<file path="config.mk">
export PLATFORM = sky130hd
export DESIGN_NAME = pt_walk_top
export DESIGN_NICKNAME = d
export VERILOG_FILES = /design/src/rtl/pt_walk_pkg.sv /design/src/rtl/pt_walk_ctl_regs.sv /design/src/rtl/pt_walk_entry_addr.sv /design/src/rtl/pt_walk_fsm.sv /design/src/rtl/pt_walk_top.sv
export SDC_FILE = /design/constraint.sdc
export NUM_CORES = 1
export LEC_CHECK = 0
export BUFFER_PORTS_ARGS = -buffer_cell sky130_fd_sc_hd__buf_2
export CAP_MARGIN = 20
export CORE_ASPECT_RATIO = 1.75
export CORE_MARGIN = 4
export CORE_UTILIZATION = 52
export CTS_BUF_LIST = sky130_fd_sc_hd__clkbuf_2
export CTS_CLUSTER_SIZE = 12
export DETAILED_ROUTE_END_ITERATION = 7
export PLACE_DENSITY = 0.95
export SLEW_MARGIN = 10
export SYNTH_ARGS = -nofsm -noshare
export SYNTH_HDL_FRONTEND = slang
export SYNTH_SLANG_ARGS = --single-unit
</file>
<file path="constraint.sdc">
create_clock -name clk_i -period 3.95 [get_ports clk_i]
set_clock_uncertainty 0.2 [all_clocks]
set_input_delay 0 -clock clk_i [delete_from_list [all_inputs] [get_ports clk_i]]
set_output_delay 0 -clock clk_i [all_outputs]
set_load 0.02 [all_outputs]
</file>
<file path="src/rtl/pt_walk_pkg.sv">
package pt_walk_pkg;
  localparam int unsigned CTL_W    = 32;
  localparam int unsigned PE_BIT   = 0;
  localparam int unsigned WP_BIT   = 16;
  localparam int unsigned PG_BIT   = 31;
  localparam int unsigned PRES_BIT = 0;
  localparam int unsigned WR_BIT   = 1;

  typedef enum logic [2:0] {
    ST_IDLE,
    ST_DIR,
    ST_TBL,
    ST_DONE,
    ST_FAULT
  } walk_state_e;
endpackage

</file>
<file path="src/rtl/pt_walk_ctl_regs.sv">
module pt_walk_ctl_regs
  import pt_walk_pkg::*;
#(
  parameter int unsigned LA_W  = 32,
  parameter int unsigned OFF_W = 12,
  localparam int unsigned FRAME_W = LA_W - OFF_W
) (
  input  logic               clk_i,
  input  logic               rst_ni,
  input  logic               ctl_we_i,
  input  logic [CTL_W-1:0]   ctl_wdata_i,
  input  logic               base_we_i,
  input  logic [LA_W-1:0]    base_wdata_i,
  input  logic               fault_set_i,
  input  logic [LA_W-1:0]    fault_la_i,
  output logic               pg_o,
  output logic               wp_o,
  output logic [FRAME_W-1:0] base_frame_o,
  output logic [CTL_W-1:0]   ctl_o,
  output logic [LA_W-1:0]    base_o,
  output logic [LA_W-1:0]    fault_addr_o
);
  logic pe_q, pg_q, wp_q;
  logic [FRAME_W-1:0] base_q;
  logic [LA_W-1:0]    fault_q;
  logic ctl_legal;
  logic unused_wbits;

  // paging without protection is an illegal combination: drop the word
  assign ctl_legal = !(ctl_wdata_i[PG_BIT] && !ctl_wdata_i[PE_BIT]);
  assign unused_wbits = ^{ctl_wdata_i[PG_BIT-1:WP_BIT+1],
                          ctl_wdata_i[WP_BIT-1:PE_BIT+1],
                          base_wdata_i[OFF_W-1:0]};

  always_ff @(posedge clk_i or negedge rst_ni) begin
    if (!rst_ni) begin
      pe_q    <= 1'b0;
      pg_q    <= 1'b0;
      wp_q    <= 1'b0;
      base_q  <= '0;
      fault_q <= '0;
    end else begin
      if (ctl_we_i && ctl_legal) begin
        pe_q <= ctl_wdata_i[PE_BIT];
        pg_q <= ctl_wdata_i[PG_BIT];
        wp_q <= ctl_wdata_i[WP_BIT];
      end
      if (base_we_i) base_q <= base_wdata_i[LA_W-1:OFF_W];
      if (fault_set_i) fault_q <= fault_la_i;
    end
  end

  always_comb begin
    ctl_o         = '0;
    ctl_o[PE_BIT] = pe_q;
    ctl_o[WP_BIT] = wp_q;
    ctl_o[PG_BIT] = pg_q;
  end

  assign pg_o         = pg_q;
  assign wp_o         = wp_q;
  assign base_frame_o = base_q;
  assign base_o       = {base_q, {OFF_W{1'b0}}};
  assign fault_addr_o = fault_q;

  p_pg_needs_pe_r2: assert property (@(posedge clk_i) disable iff (!rst_ni)
    pg_q |-> pe_q);
  p_fault_hold_r8: assert property (@(posedge clk_i) disable iff (!rst_ni)
    !fault_set_i |=> $stable(fault_addr_o));
endmodule

</file>
<file path="src/rtl/pt_walk_entry_addr.sv">
module pt_walk_entry_addr #(
  parameter int unsigned LA_W  = 32,
  parameter int unsigned IDX_W = 10,
  parameter int unsigned OFF_W = 12,
  localparam int unsigned FRAME_W = LA_W - OFF_W,
  localparam int unsigned PAD_W   = OFF_W - IDX_W
) (
  input  logic [FRAME_W-1:0] frame_i,
  input  logic [IDX_W-1:0]   idx_i,
  output logic [LA_W-1:0]    addr_o
);
  // one table fills one page: index scaled by entry size
  assign addr_o = {frame_i, idx_i, {PAD_W{1'b0}}};
endmodule

</file>
<file path="src/rtl/pt_walk_fsm.sv">
module pt_walk_fsm
  import pt_walk_pkg::*;
#(
  parameter int unsigned LA_W  = 32,
  parameter int unsigned IDX_W = 10,
  parameter int unsigned OFF_W = 12,
  localparam int unsigned FRAME_W = LA_W - OFF_W
) (
  input  logic               clk_i,
  input  logic               rst_ni,
  input  logic               req_valid_i,
  input  logic [LA_W-1:0]    req_la_i,
  input  logic               req_write_i,
  input  logic               pg_i,
  input  logic               wp_i,
  input  logic [FRAME_W-1:0] base_frame_i,
  output logic               busy_o,
  output logic               mem_req_o,
  output logic [LA_W-1:0]    mem_addr_o,
  input  logic               mem_ready_i,
  input  logic [LA_W-1:0]    mem_rdata_i,
  output logic               rsp_valid_o,
  output logic               rsp_fault_o,
  output logic [LA_W-1:0]    rsp_paddr_o,
  output logic               fault_set_o,
  output logic [LA_W-1:0]    fault_la_o
);
  walk_state_e state_q, state_d;
  logic [LA_W-1:0]    la_q, la_d, paddr_q, paddr_d;
  logic [FRAME_W-1:0] frame_q, frame_d;
  logic wr_q, wr_d, wp_q, wp_d, dir_w_q, dir_w_d;
  logic [IDX_W-1:0]   idx_sel;
  logic hs, ent_present, ent_wr, wp_block;
  logic [FRAME_W-1:0] ent_frame;
  logic unused_rbits;

  assign idx_sel = (state_q == ST_DIR) ? la_q[LA_W-1 -: IDX_W] : la_q[OFF_W +: IDX_W];

  pt_walk_entry_addr #(.LA_W(LA_W), .IDX_W(IDX_W), .OFF_W(OFF_W)) u_eaddr (
    .frame_i(frame_q),
    .idx_i  (idx_sel),
    .addr_o (mem_addr_o)
  );

  assign mem_req_o    = (state_q == ST_DIR) || (state_q == ST_TBL);
  assign hs           = mem_req_o && mem_ready_i;
  assign ent_present  = mem_rdata_i[PRES_BIT];
  assign ent_wr       = mem_rdata_i[WR_BIT];
  assign ent_frame    = mem_rdata_i[LA_W-1:OFF_W];
  assign unused_rbits = ^mem_rdata_i[OFF_W-1:WR_BIT+1];
  // either level read-only blocks a protected write
  assign wp_block     = wr_q && wp_q && !(dir_w_q && ent_wr);

  always_comb begin
    state_d     = state_q;
    la_d        = la_q;
    wr_d        = wr_q;
    wp_d        = wp_q;
    frame_d     = frame_q;
    dir_w_d     = dir_w_q;
    paddr_d     = paddr_q;
    fault_set_o = 1'b0;
    unique case (state_q)
      ST_IDLE: if (req_valid_i) begin
        la_d = req_la_i;
        wr_d = req_write_i;
        wp_d = wp_i;
        if (pg_i) begin
          frame_d = base_frame_i;
          state_d = ST_DIR;
        end else begin
          paddr_d = req_la_i;
          state_d = ST_DONE;
        end
      end
      ST_DIR: if (hs) begin
        if (!ent_present) begin
          state_d     = ST_FAULT;
          fault_set_o = 1'b1;
        end else begin
          frame_d = ent_frame;
          dir_w_d = ent_wr;
          state_d = ST_TBL;
        end
      end
      ST_TBL: if (hs) begin
        if (!ent_present || wp_block) begin
          state_d     = ST_FAULT;
          fault_set_o = 1'b1;
        end else begin
          paddr_d = {ent_frame, la_q[OFF_W-1:0]};
          state_d = ST_DONE;
        end
      end
      ST_DONE, ST_FAULT: state_d = ST_IDLE;
      default: state_d = ST_IDLE;
    endcase
  end

  always_ff @(posedge clk_i or negedge rst_ni) begin
    if (!rst_ni) begin
      state_q <= ST_IDLE;
      la_q    <= '0;
      wr_q    <= 1'b0;
      wp_q    <= 1'b0;
      frame_q <= '0;
      dir_w_q <= 1'b0;
      paddr_q <= '0;
    end else begin
      state_q <= state_d;
      la_q    <= la_d;
      wr_q    <= wr_d;
      wp_q    <= wp_d;
      frame_q <= frame_d;
      dir_w_q <= dir_w_d;
      paddr_q <= paddr_d;
    end
  end

  assign busy_o      = (state_q != ST_IDLE);
  assign rsp_valid_o = (state_q == ST_DONE) || (state_q == ST_FAULT);
  assign rsp_fault_o = (state_q == ST_FAULT);
  assign rsp_paddr_o = paddr_q;
  assign fault_la_o  = la_q;

  p_mem_hold_r10: assert property (@(posedge clk_i) disable iff (!rst_ni)
    mem_req_o && !mem_ready_i |=> mem_req_o && $stable(mem_addr_o));
  p_rsp_pulse_r12: assert property (@(posedge clk_i) disable iff (!rst_ni)
    rsp_valid_o |=> !rsp_valid_o && !busy_o);
  p_accept_busy_r9: assert property (@(posedge clk_i) disable iff (!rst_ni)
    req_valid_i && !busy_o |=> busy_o);
endmodule

</file>
<file path="src/rtl/pt_walk_top.sv">
module pt_walk_top
  import pt_walk_pkg::*;
#(
  parameter int unsigned LA_W  = 32,
  parameter int unsigned IDX_W = 10,
  parameter int unsigned OFF_W = 12,
  localparam int unsigned FRAME_W = LA_W - OFF_W
) (
  input  logic             clk_i,
  input  logic             rst_ni,
  input  logic             ctl_we_i,
  input  logic [CTL_W-1:0] ctl_wdata_i,
  input  logic             base_we_i,
  input  logic [LA_W-1:0]  base_wdata_i,
  output logic [CTL_W-1:0] ctl_o,
  output logic [LA_W-1:0]  base_o,
  output logic [LA_W-1:0]  fault_addr_o,
  input  logic             req_valid_i,
  input  logic [LA_W-1:0]  req_la_i,
  input  logic             req_write_i,
  output logic             busy_o,
  output logic             rsp_valid_o,
  output logic             rsp_fault_o,
  output logic [LA_W-1:0]  rsp_paddr_o,
  output logic             mem_req_o,
  output logic [LA_W-1:0]  mem_addr_o,
  input  logic             mem_ready_i,
  input  logic [LA_W-1:0]  mem_rdata_i
);
  logic pg, wp, fault_set;
  logic [FRAME_W-1:0] base_frame;
  logic [LA_W-1:0]    fault_la;

  pt_walk_ctl_regs #(.LA_W(LA_W), .OFF_W(OFF_W)) u_regs (
    .clk_i       (clk_i),
    .rst_ni      (rst_ni),
    .ctl_we_i    (ctl_we_i),
    .ctl_wdata_i (ctl_wdata_i),
    .base_we_i   (base_we_i),
    .base_wdata_i(base_wdata_i),
    .fault_set_i (fault_set),
    .fault_la_i  (fault_la),
    .pg_o        (pg),
    .wp_o        (wp),
    .base_frame_o(base_frame),
    .ctl_o       (ctl_o),
    .base_o      (base_o),
    .fault_addr_o(fault_addr_o)
  );

  pt_walk_fsm #(.LA_W(LA_W), .IDX_W(IDX_W), .OFF_W(OFF_W)) u_fsm (
    .clk_i       (clk_i),
    .rst_ni      (rst_ni),
    .req_valid_i (req_valid_i),
    .req_la_i    (req_la_i),
    .req_write_i (req_write_i),
    .pg_i        (pg),
    .wp_i        (wp),
    .base_frame_i(base_frame),
    .busy_o      (busy_o),
    .mem_req_o   (mem_req_o),
    .mem_addr_o  (mem_addr_o),
    .mem_ready_i (mem_ready_i),
    .mem_rdata_i (mem_rdata_i),
    .rsp_valid_o (rsp_valid_o),
    .rsp_fault_o (rsp_fault_o),
    .rsp_paddr_o (rsp_paddr_o),
    .fault_set_o (fault_set),
    .fault_la_o  (fault_la)
  );

  p_fault_addr_r8: assert property (@(posedge clk_i) disable iff (!rst_ni)
    rsp_valid_o && rsp_fault_o |-> fault_addr_o == fault_la);
  p_bypass_r3: assert property (@(posedge clk_i) disable iff (!rst_ni)
    req_valid_i && !busy_o && !pg |=>
      rsp_valid_o && !rsp_fault_o && rsp_paddr_o == $past(req_la_i));
endmodule

</file>
==> impl_metrics.csv, run 1 <==
group,metric,value,unit
clocking,cts_root_buf,"clkbuf_2",
clocking,postCtsResizedCells,0,
clocking,htreeDepth,4,
synth,postSynthCellCount,480,
floorplanning,initial_core_util,53.1,%
synth,yosysWarningCount,0,
synth,yosys-top-cells-area,"dfrtp_1 57%, mux2_1 12%, buf_4 5.9%",
synth,synthTopCellsByCount,"145 x dfrtp_1, 67 x mux2_1, 50 x buf_4",
synth,dominantRegCellSynth,"dfrtp_1",
synth,syn_area_per_cell,13.4,um2
synth,synth_fa_ha_area_share,0,%
synth,syn-cell-area,6410,um2
floorplanning,dieHeight,155,um
synth,muxShareOfSynthArea,20.3,%
synth,synth_top_family_by_area,"multiplexers",
synth,synth_cell_type_count,39,
floorplanning,rows,53,
synth,synth.top_cell.area_share,56.6,%
synth,yosys.area_share.simple,3.71,%
synth,synthXorXnorAreaFrac,0.137,%
place,gp_congestion,0.870,
clocking,cts.path.max_buffers,2,
synth,synth_most_common_cell,"dfrtp_1",
outcome,status,"aborted with a tool error",
outcome,error,"[ERROR RSZ-0060] Max buffer count reached.",
synth,synth-async-reset-ratio,100,%
clocking,postCtsSetupRepairBufs,0,
floorplanning,io_pins,299,
synth,ys_ff_latch,145,
floorplanning,die_w,91.9,um
place,port_buffers,204,
place,dpl_cell_area,7380,um2
clocking,clock_sinks,145,
clocking,cts_hold_buf,172,
outcome,haltStage,"clock tree synthesis (4_1_cts)",
synth,synth-compound-area-share,11.4,%
clocking,numCtsBuffers,17,
place,dpl.hpwl,12500,um
synth,yosysTopAreaCell,"dfrtp_1",
synth,synth-seq-area-share,56.6,%
synth,synth_edf_count,0,
per-stage QoR:
stage	cells	util, %	setup slack [ns]	hold slack, ns
3_5_place_dp	824	61.1	1.34	0.00563
2_1_floorplan	522	-	2.03	-0.496
3_3_place_gp	824	61.1	1.45	-0.00898
logic make-up after synthesis:
family	Yosys count
other	1
XOR/XNOR	1
buffers and inverters	76
multiplexers	118
AO/OA/AOI/OAI	97
flip-flops	145
AND/OR/NAND/NOR	42
==> inputs of run 2 (changes only) <==
Settings changed: CORE_ASPECT_RATIO 1.75 to not set, CORE_UTILIZATION 52 to 40, CTS_BUF_LIST sky130_fd_sc_hd__clkbuf_2 to not set, CTS_CLUSTER_SIZE 12 to not set, PLACE_DENSITY 0.95 to not set, PLACE_DENSITY_LB_ADDON set to 0.15.
==> impl_metrics.csv, run 2 <==
group,metric,value,unit
clocking,numCtsBuffers,17,
clocking,htreeDepth,4,
clocking,cts.reportedPaths.clkPinSlew,0.06,ns
floorplanning,die_w,135,um
power_and_ir_drop,internal_power,0.00419,W
final_layout,syn2layout_area_growth,41.4,%
drt,drc_errors,0,
critical_path,crit_path_max_incr_delay,0.60,ns
hold_path,hold_path_class,"in2async",
outcome,status,"complete, no violations",
clocking,clock_sinks,145,
power_and_ir_drop,p_sw_share,38.8,%
global_route,grt-ovfl-total,0,
floorplanning,dieArea,18100,um2
critical_path,reg2reg_depth,5,
final_layout,final_cells,1013,
timing,fmax,375,MHz
critical_path,crit_path_end_kind,"register",
floorplanning,initial_core_util,40.6,%
drt,dr.pass1.iters,4,
clocking,postCtsSetupRepairBufs,0,
global_route,antenna_found_initial,0,
critical_path,r2r_setup_slack,1.28,ns
synth,yosysTopAreaCell,"dfrtp_1",
global_route,track_usage,20.7,%
synth,synth.top_cell.area_share,56.6,%
final_layout,final_cell_mix,"203 x buf_2, 145 x dfrtp_1, 106 x dlygate4sd3_1",
synth,yosysWarningCount,0,
timing,setup_tns,0,ns
global_route,grt_pass1_vias,5067,
power_and_ir_drop,p_seq_share,36.9,%
clocking,postCtsResizedCells,0,
timing,period_share,67.6,%
timing,worst-slew-pin-transition,0.862,ns
critical_path,reg2reg_to,"u_fsm.dir_w_q",
synth,synth_edf_count,0,
drt,drt.antenna.violating_nets,0,
global_route,grt_max_degree,89,
synth,synth-async-reset-ratio,100,%
power_and_ir_drop,powerDensity,755,nW/um2
drt,vias,4915,
timing,drv_slew,0,
floorplanning,core-area,15800,um2
synth,postSynthCellCount,480,
place,port_buffers,204,
global_route,grt_pass1_wl,28900,um
clocking,cts_root_buf,"clkbuf_16",
place,dpl.hpwl,12100,um
synth,syn_area_per_cell,13.4,um2
drt,routedWlPerCell,18.1,um
drt,routed_wl,18400,um
power_and_ir_drop,ir_worst_vdd,0.302,mV
critical_path,required,4.04,ns
timing,relSlewSlack,42.4,%
final_layout,n_antenna_cell,0,
floorplanning,io_pins,299,
clocking,tritoncts,"built",
run,maxCapViolations,0,
final_layout,layout-drive-gt1-share,34.8,%
critical_path,crit_path_top_delay_cell,"dfrtp_1",
power_and_ir_drop,clkPwrFrac,22.3,%
critical_path,crit_fanout,32,
critical_path,reg2reg_from,"u_fsm.state_q[0]",
critical_path,startpoint_type,"register",
synth,synth_cell_type_count,39,
final_layout,finish.net_count,920,
timing,setup_viol,0,
critical_path,crit_type,"reg2reg",
synth,synthTopCellsByCount,"145 x dfrtp_1, 67 x mux2_1, 50 x buf_4",
timing,grt_setup_unrepaired,"false",
synth,synth_most_common_cell,"dfrtp_1",
timing,finalCriticalPeriod,2.67,ns
power_and_ir_drop,pwr-share-comb,40.9,%
floorplanning,rows,46,
final_layout,mostFrequentLayoutCell,"buf_2",
critical_path,cp_top_family,"buffers and inverters",
place,place_inst,876,
synth,syn-cell-area,6410,um2
drt,via_per_inst,4.85,
place,gp_congestion,0.783,
synth,yosys-top-cells-area,"dfrtp_1 57%, mux2_1 12%, buf_4 5.9%",
synth,dominantRegCellSynth,"dfrtp_1",
clocking,clk_latency,0.42,ns
critical_path,crit_buf_inv,2,
floorplanning,dieHeight,135,um
power_and_ir_drop,power_leakage,4.56,nW
synth,ys_ff_latch,145,
critical_path,crit_chain,"nor3b_4 > buf_4 > nand3_1 > mux2_1 > dlygate4sd3_1",
power_and_ir_drop,switching_power,0.00265,W
drt,drt_iter0_markers,177,
synth,synth-seq-area-share,56.6,%
clocking,cts.path.max_buffers,2,
critical_path,cp.arrival,2.76,ns
timing,hold_viol,0,
## run 2: logic make-up (layout without fill, tap and decap cells)
group	Yosys count	count (layout)	share of synthesized area, %
flops	145	145	56.6
buf+inv	76	351	7.73
simple gates	42	42	3.71
mux	118	118	20.3
compound gates	97	97	11.4
other cells	1	43	0.0585
xor+xnor	1	1	0.137
## run 2: power by group through the flow
stage | sequential [W] | combinational (W) | clock [W]
after detailed placement | 0.00256 | 0.00271 | 0
after floorplan | 0.00294 | 0.00136 | 0
final | 0.00252 | 0.00280 | 0.00152
after global routing | 0.00262 | 0.00302 | 0.00163
after CTS | 0.00253 | 0.00283 | 0.00157
after global placement | 0.00252 | 0.00266 | 0
## run 2: stage by stage
stage / util [%] / total power [W] / hold slack [ns] / worst slack (ns) / instance area [um2]
6_report: 57.5 / 0.00684 / 0.0317 / 1.28 / 9070
5_1_grt: 57.5 / 0.00726 / 0.105 / 1.14 / 9070
4_1_cts: 57.5 / 0.00693 / 0.0639 / 1.25 / 9070
3_5_place_dp: 47.3 / 0.00527 / -0.0591 / 1.47 / 7450
3_3_place_gp: 47.3 / 0.00518 / -0.0712 / 1.51 / 7450
2_1_floorplan: - / 0.00429 / -0.496 / 2.03 / 6570
## run 2: worst register-to-register path: cells and delay by family, from the launching register on
family	cells	cell delay [ns]
simple gates	2	0.41
flops	1	0.60
buf+inv	2	1.02
mux	1	0.32
## run 2: per-layer routing
metal | track usage [%] | up-vias | wire length, um
met5 | 0 | - | 0
met4 | 7.41 | 0 | 402
met3 | 5.89 | 26 | 1340
met2 | 34.9 | 198 | 9140
met1 | 25.4 | 2445 | 7500
li1 | - | 2246 | -
## run 2: timing repair
| action | CTS | global route |
|---|---|---|
| endpoints found under the setup margin | 0 | 0 |
| endpoints found under the hold margin | 198 | 0 |
| hold buffers | 106 | 0 |
## run 2: worst max path at each step
stage,from,endpoint,slack [ns],depth (start not counted)
3_5_place_dp,u_regs.pg_o,u_fsm.rsp_paddr_o[31],1.47,5
5_1_grt,u_fsm.state_q[0],u_fsm.dir_w_q,1.14,5
6_report,u_fsm.state_q[0],u_fsm.dir_w_q,1.28,5
3_3_place_gp,u_regs.pg_o,u_fsm.rsp_paddr_o[31],1.51,5
2_1_floorplan,u_fsm.state_q[0],u_fsm.rsp_paddr_o[12],2.03,6
4_1_cts,u_fsm.state_q[0],u_fsm.dir_w_q,1.25,5
## run 2: cell type report
class	count	area, um2
clock buffers	21	440
well taps	216	270
inverters	2	7.51
clock inverters	10	113
flip-flops and latches	145	3630
multi-input cells	301	2460
fillers	1315	6700
repair buffers	318	2150
No activity file was read; power rests on OpenSTA's default activity.
